--- config.mk ---
export PLATFORM = sky130hd
export DESIGN_NAME = vid_wtrap_ctrl
export DESIGN_NICKNAME = d
export VERILOG_FILES = /design/src/rtl/vid_wtrap_pkg.sv /design/src/rtl/vid_wtrap_decode.sv /design/src/rtl/vid_wtrap_policy.sv /design/src/rtl/vid_wtrap_regs.sv /design/src/rtl/vid_wtrap_status.sv /design/src/rtl/vid_wtrap_ctrl.sv
export SDC_FILE = /design/constraint.sdc
export NUM_CORES = 1
export LEC_CHECK = 0
export ABC_AREA = 1
export BUFFER_PORTS_ARGS = -buffer_cell sky130_fd_sc_hd__buf_2
export CAP_MARGIN = 5
export CELL_PAD_IN_SITES_DETAIL_PLACEMENT = 0
export CELL_PAD_IN_SITES_GLOBAL_PLACEMENT = 1
export CORE_UTILIZATION = 33
export DETAILED_ROUTE_END_ITERATION = 16
export PLACE_DENSITY_LB_ADDON = 0.1
export SLEW_MARGIN = 10
export SYNTH_ARGS = -nofsm -noshare
export SYNTH_HDL_FRONTEND = slang
export SYNTH_SLANG_ARGS = --single-unit
--- constraint.sdc ---
create_clock -name clk -period 1.3 [get_ports clk]
set_input_delay 0 -clock clk [delete_from_list [all_inputs] [get_ports clk]]
set_output_delay 0 -clock clk [all_outputs]
set_load 0.02 [all_outputs]
--- src/rtl/vid_wtrap_pkg.sv ---
package vid_wtrap_pkg;
   // port offsets from the adaptor base address
   localparam int OFS_IDX  = 4;
   localparam int OFS_DAT  = 5;
   localparam int OFS_MODE = 8;
   localparam int OFS_STAT = 13;
   localparam int OFS_OPC  = 14;
   localparam int OFS_LAST = 15;

   // operation control bit positions
   localparam int OPC_NMI_EN = 7;
   localparam int OPC_UNLOCK = 6;
   localparam int OPC_ADP_DIS = 2;

   typedef struct packed {
      logic idx;
      logic dat;
      logic mode;
      logic opc;
   } wr_hit_t;

   typedef enum logic [1:0] {
      RD_NONE = 2'd0,
      RD_MODE = 2'd1,
      RD_STAT = 2'd2,
      RD_LAST = 2'd3
   } rd_sel_t;

   // reason flags, packed as status bits 7..5
   typedef struct packed {
      logic mode;
      logic opc;
      logic crtc;
   } reason_t;
endpackage

--- src/rtl/vid_wtrap_decode.sv ---
module vid_wtrap_decode
   import vid_wtrap_pkg::*;
#(
   parameter int ADDR_W     = 10,
   parameter int COLOR_BASE = 'h3D0,
   parameter int MONO_BASE  = 'h3B0,
   parameter bit MONO_EN    = 1'b1
) (
   input  logic [ADDR_W-1:0] waddr,
   input  logic              wr,
   input  logic [ADDR_W-1:0] raddr,
   input  logic              rd,
   output wr_hit_t           hit,
   output rd_sel_t           rsel,
   output logic              stat_rd
);
   localparam logic [ADDR_W-1:0] C_IDX  = ADDR_W'(COLOR_BASE + OFS_IDX);
   localparam logic [ADDR_W-1:0] C_DAT  = ADDR_W'(COLOR_BASE + OFS_DAT);
   localparam logic [ADDR_W-1:0] A_MODE = ADDR_W'(COLOR_BASE + OFS_MODE);
   localparam logic [ADDR_W-1:0] A_STAT = ADDR_W'(COLOR_BASE + OFS_STAT);
   localparam logic [ADDR_W-1:0] A_OPC  = ADDR_W'(COLOR_BASE + OFS_OPC);
   localparam logic [ADDR_W-1:0] A_LAST = ADDR_W'(COLOR_BASE + OFS_LAST);

   logic mono_idx, mono_dat;

   generate
      if (MONO_EN) begin : g_mono
         localparam logic [ADDR_W-1:0] M_IDX = ADDR_W'(MONO_BASE + OFS_IDX);
         localparam logic [ADDR_W-1:0] M_DAT = ADDR_W'(MONO_BASE + OFS_DAT);
         assign mono_idx = (waddr == M_IDX);
         assign mono_dat = (waddr == M_DAT);
      end else begin : g_nomono
         assign mono_idx = 1'b0;
         assign mono_dat = 1'b0;
      end
   endgenerate

   assign hit.idx  = wr & ((waddr == C_IDX) | mono_idx);
   assign hit.dat  = wr & ((waddr == C_DAT) | mono_dat);
   assign hit.mode = wr & (waddr == A_MODE);
   assign hit.opc  = wr & (waddr == A_OPC);

   always_comb begin
      rsel = RD_NONE;
      if (rd) begin
         if (raddr == A_MODE)      rsel = RD_MODE;
         else if (raddr == A_STAT) rsel = RD_STAT;
         else if (raddr == A_LAST) rsel = RD_LAST;
      end
   end

   assign stat_rd = (rsel == RD_STAT);
endmodule

--- src/rtl/vid_wtrap_policy.sv ---
module vid_wtrap_policy
   import vid_wtrap_pkg::*;
#(
   parameter int IDX_W = 5,
   parameter logic [(1<<IDX_W)-1:0] PROT_MASK = 'h0FCF
) (
   input  wr_hit_t          hit,
   input  logic [7:0]       wdata,
   input  logic [IDX_W-1:0] idx,
   input  logic             armed,
   output reason_t          evt,
   output logic             crtc_we
);
   logic prot_idx;

   assign prot_idx  = PROT_MASK[idx];
   assign evt.crtc  = hit.dat & armed & prot_idx;
   assign evt.mode  = hit.mode & armed;
   assign evt.opc   = hit.opc & wdata[OPC_NMI_EN] & ~wdata[OPC_UNLOCK];
   assign crtc_we   = hit.dat & ~(armed & prot_idx);
endmodule

--- src/rtl/vid_wtrap_regs.sv ---
module vid_wtrap_regs
   import vid_wtrap_pkg::*;
#(
   parameter int IDX_W = 5
) (
   input  logic             clk,
   input  logic             rst_n,
   input  wr_hit_t          hit,
   input  logic [7:0]       wdata,
   output logic [IDX_W-1:0] idx_q,
   output logic [7:0]       mode_shadow,
   output logic [7:0]       mode_live,
   output logic [7:0]       last_dat,
   output logic [7:0]       opc_q,
   output logic             armed
);
   assign armed = opc_q[OPC_NMI_EN] & ~opc_q[OPC_UNLOCK];

   always_ff @(posedge clk) begin
      if (!rst_n) begin
         idx_q       <= '0;
         mode_shadow <= '0;
         mode_live   <= '0;
         last_dat    <= '0;
         opc_q       <= '0;
      end else begin
         if (hit.idx) idx_q <= wdata[IDX_W-1:0];
         if (hit.dat) last_dat <= wdata;
         if (hit.opc) opc_q <= wdata;
         if (hit.mode) begin
            mode_shadow    <= wdata;
            mode_live[5:0] <= wdata[5:0];
            if (!armed) mode_live[7:6] <= wdata[7:6];
         end
      end
   end
endmodule

--- src/rtl/vid_wtrap_status.sv ---
module vid_wtrap_status
   import vid_wtrap_pkg::*;
(
   input  logic    clk,
   input  logic    rst_n,
   input  reason_t evt,
   input  logic    stat_rd,
   input  logic    nmi_en,
   input  logic    chk_en,
   output reason_t flags,
   output logic    nmi
);
   always_ff @(posedge clk) begin
      if (!rst_n) flags <= '0;
      else        flags <= (stat_rd ? reason_t'('0) : flags) | evt;
   end

   assign nmi = nmi_en & chk_en & (|flags);
endmodule

--- src/rtl/vid_wtrap_ctrl.sv ---
module vid_wtrap_ctrl
   import vid_wtrap_pkg::*;
#(
   parameter int ADDR_W     = 10,
   parameter int IDX_W      = 5,
   parameter int COLOR_BASE = 'h3D0,
   parameter int MONO_BASE  = 'h3B0,
   parameter bit MONO_EN    = 1'b1,
   parameter logic [(1<<IDX_W)-1:0] PROT_MASK = 'h0FCF
) (
   input  logic              clk,
   input  logic              rst_n,
   input  logic [ADDR_W-1:0] io_waddr,
   input  logic [7:0]        io_wdata,
   input  logic              io_wr,
   input  logic [ADDR_W-1:0] io_raddr,
   input  logic              io_rd,
   output logic [7:0]        io_rdata,
   input  logic              chan_chk_en,
   output logic              nmi_req,
   output logic [IDX_W-1:0]  crtc_sel,
   output logic              crtc_we,
   output logic [7:0]        crtc_wdata,
   output logic [7:0]        mode_out,
   output logic              adapt_en
);
   generate
      if (ADDR_W < 10 || ADDR_W > 16) begin : g_bad_aw
         $error("vid_wtrap_ctrl: ADDR_W must be 10..16");
      end
      if (COLOR_BASE + 16 > (1 << ADDR_W) || MONO_BASE + 16 > (1 << ADDR_W)) begin : g_bad_base
         $error("vid_wtrap_ctrl: base address outside address space");
      end
      if (IDX_W < 1 || IDX_W > 8) begin : g_bad_idx
         $error("vid_wtrap_ctrl: IDX_W must be 1..8");
      end
   endgenerate

   wr_hit_t          hit;
   rd_sel_t          rsel;
   logic             stat_rd;
   reason_t          evt, flags;
   logic             armed;
   logic [IDX_W-1:0] idx_q;
   logic [7:0]       mode_shadow, last_dat, opc_q;

   vid_wtrap_decode #(
      .ADDR_W(ADDR_W), .COLOR_BASE(COLOR_BASE),
      .MONO_BASE(MONO_BASE), .MONO_EN(MONO_EN)
   ) u_dec (
      .waddr(io_waddr), .wr(io_wr), .raddr(io_raddr), .rd(io_rd),
      .hit(hit), .rsel(rsel), .stat_rd(stat_rd)
   );

   vid_wtrap_regs #(.IDX_W(IDX_W)) u_regs (
      .clk(clk), .rst_n(rst_n), .hit(hit), .wdata(io_wdata),
      .idx_q(idx_q), .mode_shadow(mode_shadow), .mode_live(mode_out),
      .last_dat(last_dat), .opc_q(opc_q), .armed(armed)
   );

   vid_wtrap_policy #(.IDX_W(IDX_W), .PROT_MASK(PROT_MASK)) u_pol (
      .hit(hit), .wdata(io_wdata), .idx(idx_q), .armed(armed),
      .evt(evt), .crtc_we(crtc_we)
   );

   vid_wtrap_status u_stat (
      .clk(clk), .rst_n(rst_n), .evt(evt), .stat_rd(stat_rd),
      .nmi_en(opc_q[OPC_NMI_EN]), .chk_en(chan_chk_en),
      .flags(flags), .nmi(nmi_req)
   );

   always_comb begin
      unique case (rsel)
         RD_MODE: io_rdata = mode_shadow;
         RD_STAT: io_rdata = {flags, 5'b0};
         RD_LAST: io_rdata = last_dat;
         default: io_rdata = 8'hFF;
      endcase
   end

   assign crtc_sel   = idx_q;
   assign crtc_wdata = io_wdata;
   assign adapt_en   = ~opc_q[OPC_ADP_DIS];
endmodule

==> flow_metrics.env <==
export IMPL_start_util=0.3429
export IMPL_final_nets=317
export IMPL_drt_iter0_markers=48
export IMPL_htree_levels=2
export IMPL_hpwlAfterDp_mm=3.124
export IMPL_power_density_nw_per_um2=930.8
export IMPL_syn_cell_area_sq_um=1609
export IMPL_syn_num_nets=258
export IMPL_core_sq_um=4692
export IMPL_die_h_microns=71.83
export IMPL_postCtsHoldBufs=0
export IMPL_p_leak_nw=0.8815
export IMPL_min_period_over_period=0.9187
export IMPL_peakVddDrop_v=0.0006256
export IMPL_grt_total_usage=0.1629
export IMPL_r2r_slack_ns=0.24
export IMPL_ant_nets=0
export IMPL_detail_route_vias_per_cell=4.717
export IMPL_die_area_sq_um=5159
export IMPL_critPathLaunchType="flop"
export IMPL_max_freq_mhz=837.3
export IMPL_gr_total_overflow=0
export IMPL_port_buffers=64
export IMPL_post_dp_cell_area_sq_um=1913
export IMPL_endpoint_kind="output port"
export IMPL_pin_count=65
export IMPL_synth_distinct_cells=29
export IMPL_met3_usage=0.03376
export IMPL_cp_slowest_cell="dfxtp_1"
export IMPL_finalSetupViolations=0
export IMPL_final_layout_size_suffix_gt1_frac=0.3298
export IMPL_drv_slew=0
export IMPL_layout_common_cells="buf_2 (64), nand2_1 (37), nor2_1 (33), dfxtp_1 (30), inv_1 (28)"
export IMPL_yosysSeqAreaShare=0.3733
export IMPL_gr_usage_met1=0.2244
export IMPL_routabilityCongestion=0.7109
export IMPL_final_hold_viol_count=0
export IMPL_die_w_microns=71.83
export IMPL_cp_max_fo=4
export IMPL_post_cts_buffers=0
export IMPL_grt_max_degree=16
export IMPL_cpPeakStageDelay_ns=0.38
export IMPL_row_count=25
export IMPL_grt_pass1_vias=1348
export IMPL_fin_worst_skew_ns=0.002747
export IMPL_maxSlewHeadroom=0.7101
export IMPL_postRouteWirelength_mm=4.019
export IMPL_worst_pin_slew_ns=0.4312
export IMPL_netlist_instances=225
export IMPL_vias=1599
export IMPL_final_common_cell="buf_2"
export IMPL_synth_avg_cell_area_sq_um=7.151
export IMPL_post_route_drc_count=0
export IMPL_clock_sinks=30
export IMPL_synth_main_ff_cell="dfxtp_1"
export IMPL_crit_chain="inv_1 > nor2_1 > a21oi_1 > buf_2"
export IMPL_design_area_sq_um=2009
export IMPL_wire_per_inst_microns=11.86
export IMPL_setup_tns_ns=0
export IMPL_syn_to_final_growth_pct=24.88
export IMPL_grt_first_pass_wirelength_mm=6.417
export IMPL_cts_tree="built"
export IMPL_grt_antenna_before_repair=0
export IMPL_outcome="completed"
export IMPL_top_usage_layer="met2"
export IMPL_synth_async_reset_ratio=0
export IMPL_cts_buffers=5
export IMPL_clockBufferDepth=2
export IMPL_insertion_delay_ns=0.28
export IMPL_whs_ns=0.004965
export IMPL_path_clk_slew_ns=0.06
export IMPL_ys_warn_count=0
export IMPL_worst_setup_path_type="reg -> out"
export IMPL_rsz0062_at_grt="no"
export IMPL_critical_path_arrival_ns=1.19
export IMPL_maxCapViolCount=0
export IMPL_ys_ff_latch=30
export IMPL_drt_first_pass_iters=4
export IMPL_synth_edff_count=0
export IMPL_min_period_ns=1.194
export IMPL_grt_met2_usage=0.2484
export IMPL_clock_root_buffer="clkbuf_8"
export IMPL_required_ns=1.30
export IMPL_hold_path_class="in -> reg"
export IMPL_antenna_diode_count=0
-- power by group --
part	total [mW]	internal (mW)	switching [mW]
registers	0.920	0.920	0.000457
logic	0.173	0.0643	0.109
clock network	0.777	0.427	0.350
-- flip-flops by register name, summed over array words and instances, names as in the netlist --
name / count
u_stat.flags: 3
u_regs.mode_shadow: 3
u_regs.opc_q: 3
u_regs.mode_live: 7
u_regs.last_dat: 8
u_pol.prot_idx: 1
u_regs.idx_q: 5
-- worst max-delay path: cells and delay by family, from the launching register on --
kind	cells	cell delay (ns)
flip-flops	1	0.38
AO/OA/AOI/OAI	1	0.12
AND/OR/NAND/NOR	1	0.21
buffers and inverters	2	0.22
-- layer usage --
| layer | wire length [microns] | vias up |
|---|---|---|
| met5 | 0 | - |
| met4 | 40 | 0 |
| met3 | 181 | 5 |
| met2 | 1788 | 45 |
| met1 | 2008 | 711 |
| li1 | - | 838 |
-- final timing paths --
| check | to | startpoint | cells past startpoint |
|---|---|---|---|
| setup / recovery | crtc_we | u_regs.opc_q[7]$_SDFFE_PN0N_ | 4 |
| hold / removal | u_regs.mode_shadow[5]$_SDFFE_PN0P_ | io_wdata[5] | 3 |
| setup reg to reg | u_regs.mode_live[6]$_SDFFE_PN0P_ | u_regs.opc_q[7]$_SDFFE_PN0N_ | 5 |
| hold reg to reg | u_regs.mode_live[7]$_SDFFE_PN0P_ | u_regs.mode_live[7]$_SDFFE_PN0P_ | 2 |
-- cell families after synthesis --
| kind of cell | after synthesis | synth area share |
|---|---|---|
| XOR/XNOR | 1 | 0.01011 |
| AND/OR/NAND/NOR | 109 | 0.3196 |
| AO/OA/AOI/OAI | 36 | 0.1423 |
| buffers and inverters | 49 | 0.1547 |
| flip-flops | 30 | 0.3733 |
-- final cells by class --
class | count | area (sq um)
clock buffers | 7 | 86.33
clock inverters | 1 | 5.005
fillers | 526 | 2683
inverters | 30 | 112.6
multi-input cells | 146 | 764.5
flip-flops and latches | 30 | 600.6
well taps | 54 | 67.56
repair buffers | 71 | 372.9
-- timing repair --
item / in CTS / in global routing
endpoints found under the setup margin: 0 / 6
resized for setup: 0 / 1
hold endpoints to repair: 0 / 0
-- synth_stat cells, types with 2 or more instances --
cell      instances  area [sq um]
o21ai_0          11         55.05
dfxtp_1          30         600.6
nor2_2            3         18.77
a211oi_2          4         50.05
nand3b_1          2         15.01
nand2_1          37         138.9
nand3_1          21         105.1
a21oi_1          13         65.06
nor3_2            2         20.02
nor2_1           33         123.9
buf_4            15         112.6
inv_1            28         105.1
o21ai_1           2         10.01
inv_2             2         7.510
nand4_1           5         31.28
a211oi_1          4         30.03
-- metrics by stage --
stage,util,power [mW],worst slack (ns),instances
after floorplan,-,1.036,0.2988,225
after global placement,0.4077,1.117,0.1500,331
after detailed placement,0.4077,1.116,0.1260,331
after CTS,0.4272,1.889,0.09819,339
after global routing,0.4283,1.950,0.0006609,339
final,0.4283,1.870,0.1057,339
Power figures use the tool's default switching activity.
